## config.mk

```make
export PLATFORM = sky130hd
export DESIGN_NAME = i2c_dma_hs
export DESIGN_NICKNAME = d
export VERILOG_FILES = /design/src/rtl/i2c_dma_hs_pkg.sv /design/src/rtl/hs_req_gen.sv /design/src/rtl/hs_nack_ctrl.sv /design/src/rtl/hs_sticky.sv /design/src/rtl/i2c_dma_hs.sv
export SDC_FILE = /design/constraint.sdc
export NUM_CORES = 1
export LEC_CHECK = 0
export ABC_AREA = 1
export BUFFER_PORTS_ARGS = -buffer_cell sky130_fd_sc_hd__buf_4
export CAP_MARGIN = 5
export CORE_AREA = 2 2 39 41
export DETAILED_ROUTE_END_ITERATION = 16
export DIE_AREA = 0 0 41 43
export SYNTH_ARGS = -nofsm -noshare
export SYNTH_HDL_FRONTEND = slang
export SYNTH_HIERARCHICAL = 1
export SYNTH_SLANG_ARGS = --single-unit
```

## constraint.sdc

```tcl
create_clock -name clk_i -period 0.9 [get_ports clk_i]
set_input_delay 0.135 -clock clk_i [delete_from_list [all_inputs] [get_ports clk_i]]
set_output_delay 0.135 -clock clk_i [all_outputs]
set_load 0.01 [all_outputs]
```

## src/rtl/i2c_dma_hs_pkg.sv

```systemverilog
package i2c_dma_hs_pkg;
  typedef enum logic {
    DIR_TX = 1'b0,
    DIR_RX = 1'b1
  } dir_e;

  localparam int unsigned FLAG_OVR = 0;
  localparam int unsigned FLAG_EOT = 1;
  localparam int unsigned NUM_FLAGS = 2;
endpackage

```

## src/rtl/hs_req_gen.sv

```systemverilog
module hs_req_gen #(
  parameter int unsigned GAP_CYC = 1
) (
  input  logic clk_i,
  input  logic rst_ni,
  input  logic active_i,
  input  logic event_i,
  input  logic ack_i,
  output logic req_o
);
  localparam int unsigned GW = $clog2(GAP_CYC + 1);
  localparam logic [GW-1:0] GAP_LOAD = GW'(GAP_CYC - 1);

  logic          req_q;
  logic          held_q;
  logic [GW-1:0] gap_q;
  logic          ev;

  assign ev = active_i & event_i;

  always_ff @(posedge clk_i or negedge rst_ni) begin
    if (!rst_ni) begin
      req_q  <= 1'b0;
      held_q <= 1'b0;
      gap_q  <= '0;
    end else if (!active_i) begin
      req_q  <= 1'b0;
      held_q <= 1'b0;
      gap_q  <= '0;
    end else if (req_q && ack_i) begin
      req_q  <= 1'b0;
      held_q <= ev;
      gap_q  <= GAP_LOAD;
    end else if (!req_q) begin
      if (gap_q != '0) begin
        gap_q  <= gap_q - 1'b1;
        held_q <= held_q | ev;
      end else if (ev || held_q) begin
        req_q  <= 1'b1;
        held_q <= 1'b0;
      end
    end
  end

  assign req_o = req_q;
endmodule

```

## src/rtl/hs_nack_ctrl.sv

```systemverilog
module hs_nack_ctrl (
  input  logic clk_i,
  input  logic rst_ni,
  input  logic active_i,
  input  logic rx_dir_i,
  input  logic last_en_i,
  input  logic eot_1_i,
  input  logic start_i,
  output logic nack_o
);
  logic armed_q;

  always_ff @(posedge clk_i or negedge rst_ni) begin
    if (!rst_ni)                              armed_q <= 1'b0;
    else if (start_i || !active_i)            armed_q <= 1'b0;
    else if (eot_1_i && rx_dir_i && last_en_i) armed_q <= 1'b1;
  end

  assign nack_o = armed_q;
endmodule

```

## src/rtl/hs_sticky.sv

```systemverilog
module hs_sticky #(
  parameter int unsigned N = 2
) (
  input  logic         clk_i,
  input  logic         rst_ni,
  input  logic         clr_i,
  input  logic [N-1:0] set_i,
  output logic [N-1:0] flag_o
);
  for (genvar g = 0; g < N; g++) begin : g_flag
    logic f_q;
    always_ff @(posedge clk_i or negedge rst_ni) begin
      if (!rst_ni)       f_q <= 1'b0;
      else if (clr_i)    f_q <= 1'b0;
      else if (set_i[g]) f_q <= 1'b1;
    end
    assign flag_o[g] = f_q;
  end
endmodule

```

## src/rtl/i2c_dma_hs.sv

```systemverilog
module i2c_dma_hs
  import i2c_dma_hs_pkg::*;
#(
  parameter int unsigned GAP_CYC = 1
) (
  input  logic clk_i,
  input  logic rst_ni,
  input  logic dma_en_i,
  input  logic buf_irq_en_i,
  input  logic dir_i,
  input  logic last_nack_en_i,
  input  logic eot_irq_en_i,
  input  logic tx_empty_i,
  input  logic rx_full_i,
  input  logic byte_done_i,
  input  logic start_det_i,
  input  logic dma_ack_i,
  input  logic dma_eot_i,
  input  logic dma_eot_1_i,
  output logic dma_req_o,
  output logic nack_o,
  output logic ovr_o,
  output logic eot_flag_o,
  output logic eot_irq_o
);
  logic                 active;
  logic                 rx_dir;
  logic                 event_sel;
  logic                 req;
  logic [NUM_FLAGS-1:0] flag_set;
  logic [NUM_FLAGS-1:0] flags;

  // conflicting configuration keeps the request path silent
  assign active    = dma_en_i & ~buf_irq_en_i;
  assign rx_dir    = (dir_e'(dir_i) == DIR_RX);
  assign event_sel = rx_dir ? rx_full_i : tx_empty_i;

  hs_req_gen #(.GAP_CYC(GAP_CYC)) u_req (
    .clk_i   (clk_i),
    .rst_ni  (rst_ni),
    .active_i(active),
    .event_i (event_sel),
    .ack_i   (dma_ack_i),
    .req_o   (req)
  );

  hs_nack_ctrl u_nack (
    .clk_i    (clk_i),
    .rst_ni   (rst_ni),
    .active_i (dma_en_i),
    .rx_dir_i (rx_dir),
    .last_en_i(last_nack_en_i),
    .eot_1_i  (dma_eot_1_i),
    .start_i  (start_det_i),
    .nack_o   (nack_o)
  );

  always_comb begin
    flag_set           = '0;
    flag_set[FLAG_OVR] = byte_done_i & req;
    flag_set[FLAG_EOT] = dma_eot_i & dma_en_i;
  end

  hs_sticky #(.N(NUM_FLAGS)) u_flags (
    .clk_i (clk_i),
    .rst_ni(rst_ni),
    .clr_i (start_det_i | ~dma_en_i),
    .set_i (flag_set),
    .flag_o(flags)
  );

  assign dma_req_o  = req;
  assign ovr_o      = flags[FLAG_OVR];
  assign eot_flag_o = flags[FLAG_EOT];
  assign eot_irq_o  = flags[FLAG_EOT] & eot_irq_en_i;
endmodule

```

**Word level (Yosys, flattened, before mapping)**

Cells that the tools add are included.

- Logic and storage cells: 49
- Bits of input ports: 14
- Flip-flop bits (word level): 6

- Bitwise logic cells: 9
- Multiplexer cells: 21
- Reductions and logical operators: 10
- Add/subtract/negate cells: 1
- Equality and inequality tests: 2

Operators with widths:

| operator | number |
|---|---|
| $mux 1 | 21 |
| $reduce_bool 2->1 | 3 |
| $and 1x1->1 | 5 |
| $ne 4x4->1 const B | 1 |
| $logic_and 1x1->1 | 3 |
| $ne 3x3->1 const B | 1 |
| $logic_or 1x1->1 | 2 |
| $not 1->1 | 2 |
| $or 1x1->1 | 2 |
| $reduce_and 2->1 | 1 |
| $logic_not 1->1 | 1 |
| $sub 1x1->1 const B | 1 |

**Depth between registers and ports, before layout**

- Word-level depth: 9
- Depth in mapped cells: 7

**Cells and area by module**

The synthesis kept the hierarchy.

By module, submodules not included:

| module | times used | seq. area each (um2) | area an instance (um2) | cells each |
|---|---|---|---|---|
| hs_req_gen | 1 | 50.0 | 95.1 | 13 |
| hs_sticky | 1 | 50.0 | 80.1 | 8 |
| i2c_dma_hs | 1 | 0.0 | 55.1 | 14 |
| hs_nack_ctrl | 1 | 25.0 | 50.0 | 6 |

**Least setup slack after synthesis**

Ideal clock, no wire load.

- Path kind: register to register
- Start: register u_req.req_q, in the netlist u_req/req_o
- End: register u_req.held_q
- Arrival: 0.644 ns
- Setup time: 0.118 ns
- Cell stages (with the launch flop): 5
- Period minus slack after synthesis: 0.762 ns
- Setup slack: 0.138 ns
- Cell sequence: dfrtp_1 > nand2_1 > inv_1 > nand2_1 > nand2_1

- Cells in the longest elaborated chain, start to end: 3

Ends and longest elaborated chain:

| element | RTL line | RTL |
|---|---|---|
| from (decl) | hs_req_gen.sv:14 | `logic req_q;` |
| from (signal assigned) | hs_req_gen.sv:23 | `req_q <= 1'b0;` |
| from (signal assigned) | hs_req_gen.sv:27 | `req_q <= 1'b0;` |
| from (signal assigned) | hs_req_gen.sv:31 | `req_q <= 1'b0;` |
| $logic_and 1x1->1 | hs_req_gen.sv:30 | `end else if (req_q && ack_i) begin` |
| $ne 4x4->1 (no source line) (tied with other cells) | - |  |
| $reduce_and 2->1 (no source line) or $mux 1 (tied branches) | - |  |
| to (signal assigned) | hs_req_gen.sv:32 | `held_q <= ev;` |
| to (signal assigned) | hs_req_gen.sv:37 | `held_q <= held_q \| ev;` |
| to (decl) | hs_req_gen.sv:15 | `logic held_q;` |

Several ways; a longest one is shown, not always the timed one.
A chain may end at the register's enable or synchronous reset.

**Worst setup path after layout**

- Start: register u_flags.g_flag[1].f_q
- End: output port eot_irq_o

- Cells in the longest elaborated chain, start to end: 1

Ends and longest elaborated chain:

| element | RTL line | RTL |
|---|---|---|
| from (decl) | hs_sticky.sv:11 | `logic f_q;` |
| from (signal assigned) | hs_sticky.sv:13 | `if (!rst_ni) f_q <= 1'b0;` |
| from (signal assigned) | hs_sticky.sv:14 | `else if (clr_i) f_q <= 1'b0;` |
| from (signal assigned) | hs_sticky.sv:15 | `else if (set_i[g]) f_q <= 1'b1;` |
| $and 1x1->1 | i2c_dma_hs.sv:75 | `assign eot_irq_o = flags[FLAG_EOT] & eot_irq_en_i;` |
| to (decl) | i2c_dma_hs.sv:24 | `output logic eot_irq_o` |

No other way between the ends.

==> summary by stage <==
Pwr
IR analysis of the VDD net gives a maximum drop of 0.445 mV. Power comes to 0.000596 W. The static leakage is 0.311 nW. Power spread over the standard cell area amounts to 1190 nW/um^2.

Job
The count of maximum capacitance violations is 0.

CTS
The root cell of the clock tree is clkbuf_4. In this run the number of H-tree levels came out at 1. The clock reaches the later pin of the worst-skew pair after 0.24 ns.

The clock-pin slew reported for the worst setup and hold paths after clock tree synthesis is 0.05 ns. The number of buffers created by CTS is 3. The clock drives 5 sinks. The clock passes through at most 2 buffers. TritonCTS built the clock tree.

Critical path
The kind of launch point of the worst setup path is a register. The critical path goes through nand2_1 > inv_1 > buf_6. The minimum setup slack among reg-to-reg paths is 0.07 ns. The launching element of the worst setup path is u_flags/g_flag[1].f_q. Data arrives at the worst endpoint at 0.84 ns.

The source of the worst register-to-register timing path is u_req/req_o. The maximum single-stage delay on the critical path is 0.39 ns. The cell family contributing the most delay on the critical path is flip-flops. The critical path capture point type is an output pin. The critical path crosses 3 cells after its start point. The terminus of the critical flop-to-flop path is u_flags/g_flag[0].f_q. The maximum net fanout on the critical path is 3. The worst path required time is 0.76 ns. The path depth of the worst reg2reg path is 5. The end point of the critical path is eot_irq_o. The master of the slowest instance on the critical path is dfrtp_1.

Together, buffers and inverters on the worst path number 2. The type of the setup path with the least slack is reg -> out.

Cells and area
For this run, the post-layout net count is 80. The library cell used most frequently in the layout, excluding fill and tap cells, is buf_4. The finished cells cover 500 um^2. Cells fill 36.2% of the core in the end. The number of antenna diodes in the final layout is 0.

Leaving out fill and tap cells, the most frequent cells in the layout are 16 x buf_4, 12 x nand2_1, 11 x inv_1. The area growth from synthesis to final layout is 78.6%. The ratio of cells with drive above 1 in the final layout is 41.5%. After filler insertion, the fill cell instance count of the layout stands at 155.

Place
The congestion estimate from routability-driven global placement came to 0.657. In this run the cell area measured after placement is 420 um^2. The placed wire-length estimate after detailed placement is 510 um.

Port buffering added 18 buffers.

Logic synthesis
In the post-synthesis netlist, the biggest area contributors are dfrtp_1 45%, nand2_1 17%, inv_1 15%. After synthesis, flip-flops and latches occupy 44.6% of the total area. A synthesized cell averages 6.84 um^2. The flip-flop and latch count after synthesis is 5. Counting every net in the synthesized netlist gives 55. The area share of the largest cell type after synthesis is 44.6%. The gate count after technology mapping is 41. For this run, the number of Yosys warnings is 6.

The synthesized cell area is 280 um^2. Summed over all instances, the cell type with the most area after synthesis is dfrtp_1. In this run, distinct cell masters in the synthesized netlist total 10.

Drt
The via total after detailed routing is 300. Before antenna repair, the detailed router went through 2 iterations. The detailed router's first-iteration violation count is 2. The via count normalized by instance count is 3.70.

The number of remaining DRC errors is 0. The final antenna-violating net count is 0. The final layout contains routed wiring with a total length of 628 um. The average routed wire per standard cell is 7.75 um.

GRT
The initial antenna violation count is 0. The number of global-route vias before repair was 289. The remaining global-route overflow is 0. The first global-routing pass estimated 1.06 mm of wire. The overall routing resource usage is 9.26%. Entering global routing, the biggest net connects 6 pins.

STA
Setup slack on the critical path of the routed design comes to -0.0755 ns. In the final timing run, aggregate negative setup slack is -0.0881 ns. Setup violations remaining at the end of the flow were counted as 2. The slew at the pin closest to its max-slew limit is 0.126 ns. The count of final max-slew check failures is 0. The count of final hold-check violations is 0. The minimum clock period is 0.975 ns. Setup repair after global routing could not meet its margin everywhere. The worst clock skew is 0.000177 ns. In this run the tightest slew margin relative to its limit is 91.6%. The maximum achievable frequency is 1.03 GHz.

After layout, the worst path uses 108% of the clock period.

Floorplanning
In this run the count of I/O pins placed on the die edge is 19. The area of the core region is 1380 um^2. The overall die area is 1760 um^2.

The starting density of the core is 20.3%. From left edge to right edge, the die measures 41 um. The number of rows in the core area is 14.

Measured along the y axis, the die boundary spans 43 um.

Worst hold path
The kind of path behind the tightest hold check is in -> reg. The worst hold path passes through 4 cells.

Run status
The run finished, with violations left. The final reports fail on setup timing.
## worst register-to-register path: stages (launching register included)
cell,delay [ns]
dfrtp_1,0.39
buf_6,0.13
nand2_1,0.05
inv_1,0.03
nor2_1,0.07
nor2_1,0.05
## final cells by class
type,count,area (um^2),area share (%)
flip-flops and latches,5,125,25.0
inverters,11,41.3,8.25
well taps,16,20.0,4.00
repair buffers,22,186,37.3
clock buffers,4,26.3,5.25
multi-input cells,23,101,20.2
## layer usage
layer	track usage (%)	up-vias	share of wire (%)
li1	-	163	-
met2	11.6	14	46
met5	0	-	0
met4	10.0	0	0
met1	12.0	123	46
met3	1.57	0	7.8
## how the worst min path moves through the flow
stage / endpoint / startpoint / slack (ns)
2_1_floorplan: u_flags/g_flag[0].f_q / rst_ni / -0.16
5_1_grt: u_nack/nack_o / start_det_i / 0.14
6_report: u_nack/nack_o / start_det_i / 0.14
4_1_cts: u_nack/nack_o / start_det_i / 0.13
3_5_place_dp: u_flags/g_flag[0].f_q / rst_ni / -0.06
3_3_place_gp: u_flags/g_flag[0].f_q / rst_ni / -0.06
## cells by family (layout without fill, tap and decap cells)
family	count (synthesis)	after routing	share of synthesized area, %
buf+inv	13	37	20.1
flops	5	5	44.6
simple gates	21	21	30.4
compound gates	2	2	4.91
## Yosys cell counts
| cell type | count |
|---|---|
| nand2_1 | 13 |
| dfrtp_1 | 5 |
| a21oi_1 | 1 |
| nand4_1 | 1 |
| nand3_1 | 1 |
| nor2_1 | 5 |
| a21oi_2 | 1 |
| buf_4 | 2 |
| inv_1 | 11 |
| nor2_2 | 1 |
## power by group
part,switching (W),internal [W]
logic,0.0000384,0.0000612
registers,0.00000308,0.000229
clock network,0.0000960,0.000168
total,0.000137,0.000458
## state kept, by name (all words and copies together), names as in the netlist
register,flops
u_flags/g_flag.f_q,2
u_nack/nack_o,1
u_req/held_q,1
u_req/req_o,1
## stage by stage
step,worst slack [ns],hold WS [ns],instances
floorplan,0.138,-0.161,41
global placement,0.159,-0.0582,73
detailed placement,0.149,-0.0580,73
CTS,-0.0861,0.130,81
global route,-0.122,0.135,81
finish,-0.0755,0.137,81
## what timing repair did
item	4_1_cts	5_1_grt
pin swaps	1	2
hold endpoints to repair	5	0
setup buffers	3	0
resized for setup	2	4
hold buffers	1	0
endpoints found under the setup margin	5	8
No activity file was read; power rests on OpenSTA's default activity.
